### src/rtl/pll_track_pkg.sv
package pll_track_pkg;

    typedef enum logic [1:0] {
        MODE_SEARCH = 2'd0,
        MODE_COARSE = 2'd1,
        MODE_FINE   = 2'd2,
        MODE_MAINT  = 2'd3
    } trk_mode_e;

    typedef enum logic [2:0] {
        ST_SEARCH   = 3'd0,
        ST_C_FIRST  = 3'd1,
        ST_C_SECOND = 3'd2,
        ST_C_HALF   = 3'd3,
        ST_C_CHECK  = 3'd4,
        ST_FINE     = 3'd5,
        ST_MAINT    = 3'd6
    } trk_state_e;

    // Clamp a wide signed value into a signed field of w bits (w <= 62).
    function automatic longint sat_clip(input longint v, input int w);
        longint hi;
        longint lo;
        hi = (longint'(1) <<< (w - 1)) - 1;
        lo = -(longint'(1) <<< (w - 1));
        if (v > hi)      return hi;
        else if (v < lo) return lo;
        else             return v;
    endfunction

endpackage

### src/rtl/pll_err_monitor.sv
module pll_err_monitor #(
    parameter int W       = 16,
    parameter int TDC_MIN = 8
) (
    input  logic signed [W-1:0] phase_err,
    input  logic        [W-1:0] ref_period,
    output logic                wd_trip,
    output logic                phase_locked
);
    localparam int XW = W + 2;

    logic signed [XW-1:0] err_ext;
    logic        [XW-1:0] mag;
    logic        [XW-1:0] limit;

    always_comb begin
        err_ext      = XW'(phase_err);
        mag          = (err_ext < 0) ? XW'(-err_ext) : XW'(err_ext);
        limit        = {1'b0, ref_period, 1'b0};
        wd_trip      = (mag > limit);
        phase_locked = (mag < XW'(TDC_MIN));
    end

    // A sample cannot be both a watchdog trip and inside the lock window.
    always_comb begin
        if (ref_period >= W'(TDC_MIN))
            assert_trip_lock_excl_R3: assert (!(wd_trip && phase_locked));
    end

endmodule

### src/rtl/pll_coarse_calc.sv
module pll_coarse_calc
    import pll_track_pkg::*;
#(
    parameter int W = 16
) (
    input  logic                clk,
    input  logic                rst_n,
    input  logic                cap_first,
    input  logic                cap_second,
    input  logic signed [W-1:0] sample,
    input  logic signed [W-1:0] ctl_word,
    output logic signed [W-1:0] half_word,
    output logic                half_stb,
    output logic signed [W-1:0] full_word
);
    logic signed [W-1:0] first_q;
    logic signed [W-1:0] drift_q;
    logic signed [W-1:0] drift_now;
    longint              half_wide;

    always_comb begin
        drift_now = W'(sat_clip(longint'(sample) - longint'(first_q), W));
        half_wide = (longint'(ctl_word) >>> 1) + longint'(sample) + longint'(drift_now);
        full_word = W'(sat_clip(longint'(ctl_word) + longint'(drift_q), W));
    end

    always_ff @(posedge clk) begin
        if (!rst_n) begin
            first_q   <= '0;
            drift_q   <= '0;
            half_word <= '0;
            half_stb  <= 1'b0;
        end else begin
            half_stb <= cap_second;
            if (cap_first)
                first_q <= sample;
            if (cap_second) begin
                drift_q   <= drift_now;
                half_word <= W'(sat_clip(half_wide, W));
            end
        end
    end

    // The half-period strobe is a single-cycle pulse.
    assert_stb_single_R5: assert property (@(posedge clk) disable iff (!rst_n)
        half_stb |=> !half_stb);

    // The drift is only captured with a strobe, never between.
    assert_drift_hold_R5: assert property (@(posedge clk) disable iff (!rst_n)
        !cap_second |=> $stable(drift_q));

endmodule

### src/rtl/pll_track_seq.sv
module pll_track_seq
    import pll_track_pkg::*;
#(
    parameter int W       = 16,
    parameter int TDC_MIN = 8
) (
    input  logic                clk,
    input  logic                rst_n,
    input  logic                err_valid,
    input  logic signed [W-1:0] phase_err,
    input  logic        [W-1:0] ref_period,
    input  logic                fine_done,
    output logic signed [W-1:0] dco_word,
    output logic signed [W-1:0] half_word,
    output logic                half_stb,
    output logic        [1:0]   mode
);
    trk_state_e          state_q, state_d;
    logic                wd_trip, phase_locked;
    logic                cap_first, cap_second, load_period, load_full;
    logic signed [W-1:0] full_word;
    logic signed [W-1:0] period_word;
    trk_mode_e           mode_e;

    pll_err_monitor #(.W(W), .TDC_MIN(TDC_MIN)) u_mon (
        .phase_err    (phase_err),
        .ref_period   (ref_period),
        .wd_trip      (wd_trip),
        .phase_locked (phase_locked)
    );

    pll_coarse_calc #(.W(W)) u_calc (
        .clk        (clk),
        .rst_n      (rst_n),
        .cap_first  (cap_first),
        .cap_second (cap_second),
        .sample     (phase_err),
        .ctl_word   (dco_word),
        .half_word  (half_word),
        .half_stb   (half_stb),
        .full_word  (full_word)
    );

    assign period_word = W'(sat_clip(longint'($unsigned(ref_period)), W));

    // Next-state and step decode: all actions wait for an accepted sample.
    always_comb begin
        state_d     = state_q;
        cap_first   = 1'b0;
        cap_second  = 1'b0;
        load_period = 1'b0;
        load_full   = 1'b0;
        if (err_valid) begin
            if (wd_trip) begin
                state_d     = ST_SEARCH;   // trip
                load_period = 1'b1;
            end else begin
                unique case (state_q)
                    ST_SEARCH: begin
                        load_period = 1'b1;
                        state_d     = ST_C_FIRST;   // start
                    end
                    ST_C_FIRST: begin
                        cap_first = 1'b1;
                        state_d   = ST_C_SECOND;    // capture
                    end
                    ST_C_SECOND: begin
                        cap_second = 1'b1;
                        state_d    = ST_C_HALF;     // correct
                    end
                    ST_C_HALF: begin
                        load_full = 1'b1;
                        state_d   = ST_C_CHECK;     // settle
                    end
                    ST_C_CHECK: begin
                        state_d = phase_locked ? ST_FINE : ST_C_FIRST; // hand-off / retry
                    end
                    ST_FINE: begin
                        if (fine_done)
                            state_d = ST_MAINT;     // finish
                    end
                    ST_MAINT: state_d = ST_MAINT;
                    default:  state_d = ST_SEARCH;
                endcase
            end
        end
    end

    // State register.
    always_ff @(posedge clk) begin
        if (!rst_n) state_q <= ST_SEARCH;
        else        state_q <= state_d;
    end

    // Output register: control word.
    always_ff @(posedge clk) begin
        if (!rst_n)           dco_word <= '0;
        else if (load_period) dco_word <= period_word;
        else if (load_full)   dco_word <= full_word;
    end

    always_comb begin
        unique case (state_q)
            ST_SEARCH:                                    mode_e = MODE_SEARCH;
            ST_C_FIRST, ST_C_SECOND, ST_C_HALF, ST_C_CHECK: mode_e = MODE_COARSE;
            ST_FINE:                                      mode_e = MODE_FINE;
            ST_MAINT:                                     mode_e = MODE_MAINT;
            default:                                      mode_e = MODE_SEARCH;
        endcase
        mode = mode_e;
    end

    assert_idle_hold_R4: assert property (@(posedge clk) disable iff (!rst_n)
        !err_valid |=> $stable(dco_word) && $stable(state_q));

    assert_trip_search_R3: assert property (@(posedge clk) disable iff (!rst_n)
        (err_valid && wd_trip) |=> (mode == 2'd0));

    assert_maint_sticky_R8: assert property (@(posedge clk) disable iff (!rst_n)
        (state_q == ST_MAINT && !(err_valid && wd_trip)) |=> (state_q == ST_MAINT));

    assert_strobe_from_coarse_R5: assert property (@(posedge clk) disable iff (!rst_n)
        $rose(half_stb) |-> (state_q == ST_C_HALF));

    assert_fine_entry_R7: assert property (@(posedge clk) disable iff (!rst_n)
        (state_q == ST_FINE && $past(state_q) != ST_FINE) |-> $past(state_q) == ST_C_CHECK);

endmodule

### config.mk
export PLATFORM = sky130hd
export DESIGN_NAME = pll_track_seq
export DESIGN_NICKNAME = d
export VERILOG_FILES = /design/src/rtl/pll_track_pkg.sv /design/src/rtl/pll_err_monitor.sv /design/src/rtl/pll_coarse_calc.sv /design/src/rtl/pll_track_seq.sv
export SDC_FILE = /design/constraint.sdc
export NUM_CORES = 1
export LEC_CHECK = 0
export BUFFER_PORTS_ARGS = -buffer_cell sky130_fd_sc_hd__buf_2
export CAP_MARGIN = 20
export CORE_MARGIN = 1.5
export CORE_UTILIZATION = 42
export DETAILED_ROUTE_END_ITERATION = 7
export PLACE_DENSITY = 0.6
export SYNTH_ARGS = -nofsm -noshare
export SYNTH_HDL_FRONTEND = slang
export SYNTH_SLANG_ARGS = --single-unit
export TNS_END_PERCENT = 50
### constraint.sdc
create_clock -name clk -period 6.25 [get_ports clk]
set_input_delay 0.625 -clock clk [delete_from_list [all_inputs] [get_ports clk]]
set_output_delay 0.625 -clock clk [all_outputs]
set_load 0.1 [all_outputs]
==> run summary, run 1 <==
RSZ-0062 raised after global routing: false
Htree depth: 3
Final Slew Violations: 0
Port Buf Inserts: 70
Failing checks: design-rule violations
Critical path class: in2reg
DRC: 7
Yosys warns: 0
Post-synthesis compound-gate area fraction: 0.248
Mux cell area share after synthesis: 0.0324
Root Buffer: clkbuf_16
Post-synth EDFFs: 0
Clk_skew: 0.00963 ns
WL final: 19300 um
Area of the multi-input gates: 0.00467 sq mm
Mapped Area: 0.00633 sq mm
Critical Path RT: 6.49 ns
Longest Clk Path Bufs: 2
Setup bufs post-CTS: 0
Die Y-Extent: 126 um
Sequential share of the synthesized area: 0.215
Setup TNS: 0 ns
Final core occ: 0.495
Fmax: 172 MHz
Synth Area in Simple Gates: 0.202
Post-layout min period: 5.81 ns
CTS clk-pin slew, worst paths: 0.06 ns
Chip Width: 126 um
Dpl hpwl: 15200 um
Worst-Skew Late Latency: 0.35 ns
Setup violators final: 0
Main combinational cell family by area after synthesis: compound AO/OA/AOI/OAI gates
Area Overhead vs Synth: 14.5%
Post-Synth Adder-Cell Area: 0.193
Fraction of registers with async set or reset after synthesis: 0
First-pass GRT wire length: 30600 um
Largest net degree at the start of global routing: 32
Initial DRC count: 517
Remaining global-route overflow: 0
CP Capture Type: register
DR pass1 iterations: 7
Initial Util: 0.433
Post-synthesis cell count: 797
Synth Area in XOR/XNOR: 0.0595
Ant. Diodes: 0
Via count: 6089
Core Region: 0.0146 sq mm
Final Hold Fails: 0
Vias in the first global route: 5644
Most frequent cells in the layout: 86 x nor2_1, 75 x a21oi_1, 70 x buf_2
Drt wl/cell: 18.2 um
Slew HR: 0.520
Status: finished with violations
Initial antenna violation count: 0
Cell depth of the worst hold path: 2
Distinct cells, synth: 70
Hold slack final: 0.464 ns
#FFs+latches synth: 68
Top FF cell, synth: dfxtp_1
CTS Buf Count: 9
Critical-path maximum fanout: 12
Worst Tran Pin Value: 0.721 ns
P per Cell Area: 271 mW/mm^2
Vias per cell: 5.74
Syn Nets: 917
# fillers: 1493
Clock sinks: 68
Final Power: 0.00197 W
Slowest CP cell: fa_1
# rows: 44
Fraction of layout cells with a size suffix above 1: 0.138
R2R cell count: 24
Static Leakage: 3.30 nW
Overall global routing resource usage: 0.247
Worst Path Arrival: 6.05 ns
Most common cell after layout, fill and taps aside: nor2_1
Detail Route Antenna Nets: 0
TritonCTS clock tree: built
FF/Latch Area: 0.00136 sq mm
Placer Congestion: 0.910
Nets: 991
Syn Area/Cell: 7.95 sq um
Number of primary I/O pins: 71
Max IR drop VDD: 139 uV
CP max stage delay: 0.48 ns
Hold crit path type: reg2reg
Final worst-path cycle share: 0.930
Die ar.: 0.0158 sq mm
Startpoint Class: primary input
Max_cap viols: 0
layout make-up:
class                           instances  area share
Clock buffer                           12      0.0340
Timing Repair Buffer                   88      0.0669
Sequential cell                        68       0.188
Inverter                               51      0.0264
Clock inverter                          4      0.0100
Tap cell                              184      0.0317
Multi-Input combinational cell        653       0.643
power by group:
part,total (W),switching [W],internal (W)
sequential,0.000486,0.0000305,0.000456
combinational,0.000917,0.000566,0.000351
clock,0.000564,0.000204,0.000360
cells by family (layout without fill, tap and decap cells):
family / count (synthesis) / count (layout)
xor gates and xnor gates: 43 / 43
and+or+nand+nor: 259 / 259
other: 1 / 1
adders and majority gates: 87 / 87
buffers and inverters: 76 / 155
DFF: 68 / 68
muxes: 20 / 20
AOI/OAI and AO/OA: 243 / 243
path summary, 6_finish.rpt:
check	end	slack, ns	start
min	u_calc.half_word[2]	0.46	u_calc.half_word[2]
min reg2reg	u_calc.half_word[2]	0.46	u_calc.half_word[2]
max	u_calc.half_word[10]	0.44	phase_err[0]
max reg2reg	u_calc.half_word[10]	0.49	u_calc.first_q[1]
critical path: cells and delay by family:
family / cells / cell delay [ns]
AOI/OAI and AO/OA: 9 / 2.01
adders and majority gates: 4 / 1.40
and+or+nand+nor: 6 / 1.02
muxes: 1 / 0.34
buffers and inverters: 5 / 0.65
registers in the layout, summed over array words and instances, names as in the netlist:
name              count
dco_word             16
u_calc.drift_q       16
u_calc.first_q       16
u_calc.half_word     16
state_q               3
u_calc.half_stb       1
repair_timing:
action                     CTS  global route
setup endpoints to repair    0            12
resized for setup            0             1
hold buffers                 0             0
layer usage:
metal	up-vias	global-route usage	routed length, um
li1	3039	-	-
met3	18	0.0382	846
met4	0	0.0723	316
met5	-	0	0
met1	2855	0.360	9760
met2	177	0.375	8370
per-stage QoR:
stage,setup WS [ns],cell area (sq um),std cells
finish,0.436,7250,1060
floorplan,0.231,6330,797
global placement,0.250,6930,1044
detailed placement,0.0688,6930,1044
global route,0.0239,7250,1060
CTS,0.402,7250,1060
synthesized netlist by cell type, types with 3 or more instances:
library cell,number,share of area
a211o_1,6,0.0083
a211oi_1,12,0.014
a21o_1,23,0.027
a21oi_1,75,0.059
a31oi_1,7,0.0069
and2_1,8,0.0079
and3_1,5,0.0049
buf_2,6,0.0047
clkbuf_1,16,0.0095
dfxtp_1,68,0.21
fa_1,19,0.060
ha_1,65,0.13
inv_1,49,0.029
maj3_1,3,0.0047
mux2i_1,19,0.030
nand2_1,55,0.033
nand2b_1,12,0.012
nand3_1,22,0.017
nand3b_1,3,0.0036
nand4_1,7,0.0069
nor2_1,86,0.051
nor2b_1,6,0.0059
nor3_1,14,0.011
nor4_1,10,0.0099
nor4b_1,3,0.0041
o21a_1,11,0.013
o21ai_0,40,0.032
o21bai_1,9,0.011
o22ai_1,14,0.014
o311ai_0,6,0.0083
o31a_1,5,0.0069
o31ai_1,9,0.011
or2_2,7,0.0069
or3_1,4,0.0040
or4_1,6,0.0071
xnor2_1,33,0.046
xor2_1,10,0.014
Note: power is estimated with default switching activity, not from simulation.
==> run 2, diff against run 1 <==
ABC_AREA = 1   (was unset)
PLACE_DENSITY = 0.59   (was 0.6)
SYNTH_HIERARCHICAL = 1   (was unset)
==> run 2 against run 1 <==
  * The run now ends clean
  * Fmax grew 17%
  * Sequential cell count unchanged
  * Critical path type unchanged
  * Largest cell class unchanged
  * Core utilization shrank 1.5 points
==> run summary, run 2 <==
Top FF cell, synth: dfxtp_1
Worst hold start: u_calc/first_q[6]
Setup bufs post-CTS: 0
Vias in the first global route: 6691
Yosys warns: 6
Area leader, netlist: dfxtp_1
Vias per cell: 5.09
Combinational share of power: 0.553
CP most frequent cell: nand2_1
Post-Place Setup Slack: 0.985 ns
Fraction of registers with async set or reset after synthesis: 0
Die ar.: 0.0181 sq mm
CTS Buf Count: 9
Htree depth: 3
Chip Width: 135 um
Max_cap viols: 0
Part of the power in the clock network: 0.235
Hold slack final: 0.464 ns
CTS clk-pin slew, worst paths: 0.07 ns
Sequential share of the synthesized area: 0.187
Most common cell in the synthesized netlist: nand2_1
RSZ-0062 raised after global routing: false
Worst Tran Pin Value: 0.784 ns
Distinct cells, synth: 46
Clk_skew: 0.0128 ns
Setup TNS: 0 ns
FF/Latch Area: 0.00136 sq mm
Most frequent cells in the layout: 321 x nand2_1, 174 x inv_1, 93 x nor2_1
Setup ws final: 1.27 ns
Via count: 7302
CP endpoint: u_calc/half_word[7]
Final worst-path cycle share: 0.797
Worst Setup SP: phase_err[0]
Detail Route Antenna Nets: 0
Dpl hpwl: 17100 um
Syn Area/Cell: 6.30 sq um
Static Leakage: 4.49 nW
Final Hold Fails: 0
Largest net degree at the start of global routing: 52
Final Slew Violations: 0
DR pass1 iterations: 5
Status: complete, no violations
Internal power: 0.00120 W
DRC: 0
Post-synthesis cell count: 1155
RR Endpoint: u_calc/half_word[7]
Initial DRC count: 486
Core Region: 0.0168 sq mm
Design area: 0.00805 sq mm
Initial Util: 0.434
TritonCTS clock tree: built
Critical Path RT: 6.46 ns
Critical-path maximum fanout: 15
Reg-to-reg startpoint: u_calc/first_q[0]
Die Y-Extent: 135 um
Startpoint Class: primary input
R2R setup slack: 1.49 ns
Area of the multi-input gates: 0.00505 sq mm
#FFs+latches synth: 68
Clock sinks: 68
Drt wl/cell: 15.1 um
Overall global routing resource usage: 0.249
Post-layout min period: 4.98 ns
Slowest CP cell: fa_1
Switching Fraction: 0.478
CP Capture Type: register
Area after DPL: 0.00775 sq mm
Ant. Diodes: 0
Longest Clk Path Bufs: 2
Max IR drop VDD: 159 uV
Post-cts resize count: 0
First-pass GRT wire length: 35000 um
Setup violators final: 0
P per Cell Area: 285 mW/mm^2
Hold crit path type: reg2reg
Switching Power: 0.00110 W
Remaining global-route overflow: 0
Area Overhead vs Synth: 10.7%
Synth top cells by count: 321 x nand2_1, 174 x inv_1, 93 x nor2_1
CP max stage delay: 0.49 ns
Nets: 1329
# rows: 47
Critical path class: in2reg
Worst Path Arrival: 5.19 ns
Root Buffer: clkbuf_16
# fillers: 1789
Largest cells by area after synthesis: dfxtp_1 19%, nand2_1 17%, ha_1 11%, inv_1 9.0%, nand3_1 5.6%
Sequential Power Share: 0.212
Worst-Skew Late Latency: 0.35 ns
Most common cell after layout, fill and taps aside: nand2_1
CTS Hold Bufs: 0
Fraction of layout cells with a size suffix above 1: 0.128
Placer Congestion: 0.924
Port Buf Inserts: 70
R2R cell count: 25
Slew HR: 0.474
Post-synth EDFFs: 0
WL final: 21600 um
Post-synth top area share: 0.187
Number of primary I/O pins: 71
Initial antenna violation count: 0
Syn Nets: 1275
Mapped Area: 0.00727 sq mm
Fmax: 201 MHz
-- run 2: worst min path at each step --
stage,end,slack (ns),depth (start not counted)
2_1_floorplan,u_calc/first_q[15],0.43,2
3_3_place_gp,u_calc/first_q[5],0.45,2
3_5_place_dp,u_calc/first_q[4],0.46,2
4_1_cts,u_calc/first_q[4],0.47,2
5_1_grt,u_calc/first_q[4],0.48,2
6_report,u_calc/first_q[6],0.46,2
-- run 2: per-stage QoR --
stage | power (W) | utilization | std cells
final | 0.00230 | 0.480 | 1434
after floorplan | 0.00148 | - | 1155
after CTS | 0.00230 | 0.480 | 1434
after detailed placement | 0.00175 | 0.462 | 1418
after global placement | 0.00176 | 0.462 | 1418
after global routing | 0.00249 | 0.480 | 1434
-- run 2: critical path, delay by kind of cell --
| family | cells | cell delay [ns] |
|---|---|---|
| AOI/OAI and AO/OA | 5 | 0.97 |
| adders and majority gates | 5 | 1.88 |
| buffers and inverters | 3 | 0.26 |
| and+or+nand+nor | 14 | 1.44 |
-- run 2: per-layer routing --
metal | global-route usage | part of all wire
met2 | 0.397 | 0.44
met4 | 0.0747 | 0.018
met3 | 0.0383 | 0.053
met5 | 0 | 0
met1 | 0.346 | 0.48
-- run 2: power groups by stage --
stage	combinational (W)	clock (W)	sequential, W
6_report	0.00127	0.000540	0.000488
3_5_place_dp	0.00125	0	0.000498
3_3_place_gp	0.00126	0	0.000498
4_1_cts	0.00126	0.000545	0.000489
2_1_floorplan	0.000893	0	0.000588
5_1_grt	0.00143	0.000565	0.000492
-- run 2: area by class of cell --
class | count | area share
Inverter | 180 | 0.0839
Timing Repair Buffer | 74 | 0.0472
Tap cell | 220 | 0.0342
Sequential cell | 68 | 0.169
Clock inverter | 4 | 0.00591
Clock buffer | 12 | 0.0319
Multi-Input combinational cell | 876 | 0.628
-- run 2: cell families after synthesis --
group	share of synthesized area
AO/OA/AOI/OAI	0.129
XOR/XNOR	0.0446
adder cells (fa/ha/maj)	0.164
buffers and inverters	0.119
flip-flops	0.187
other	0.000516
AND/OR/NAND/NOR	0.356
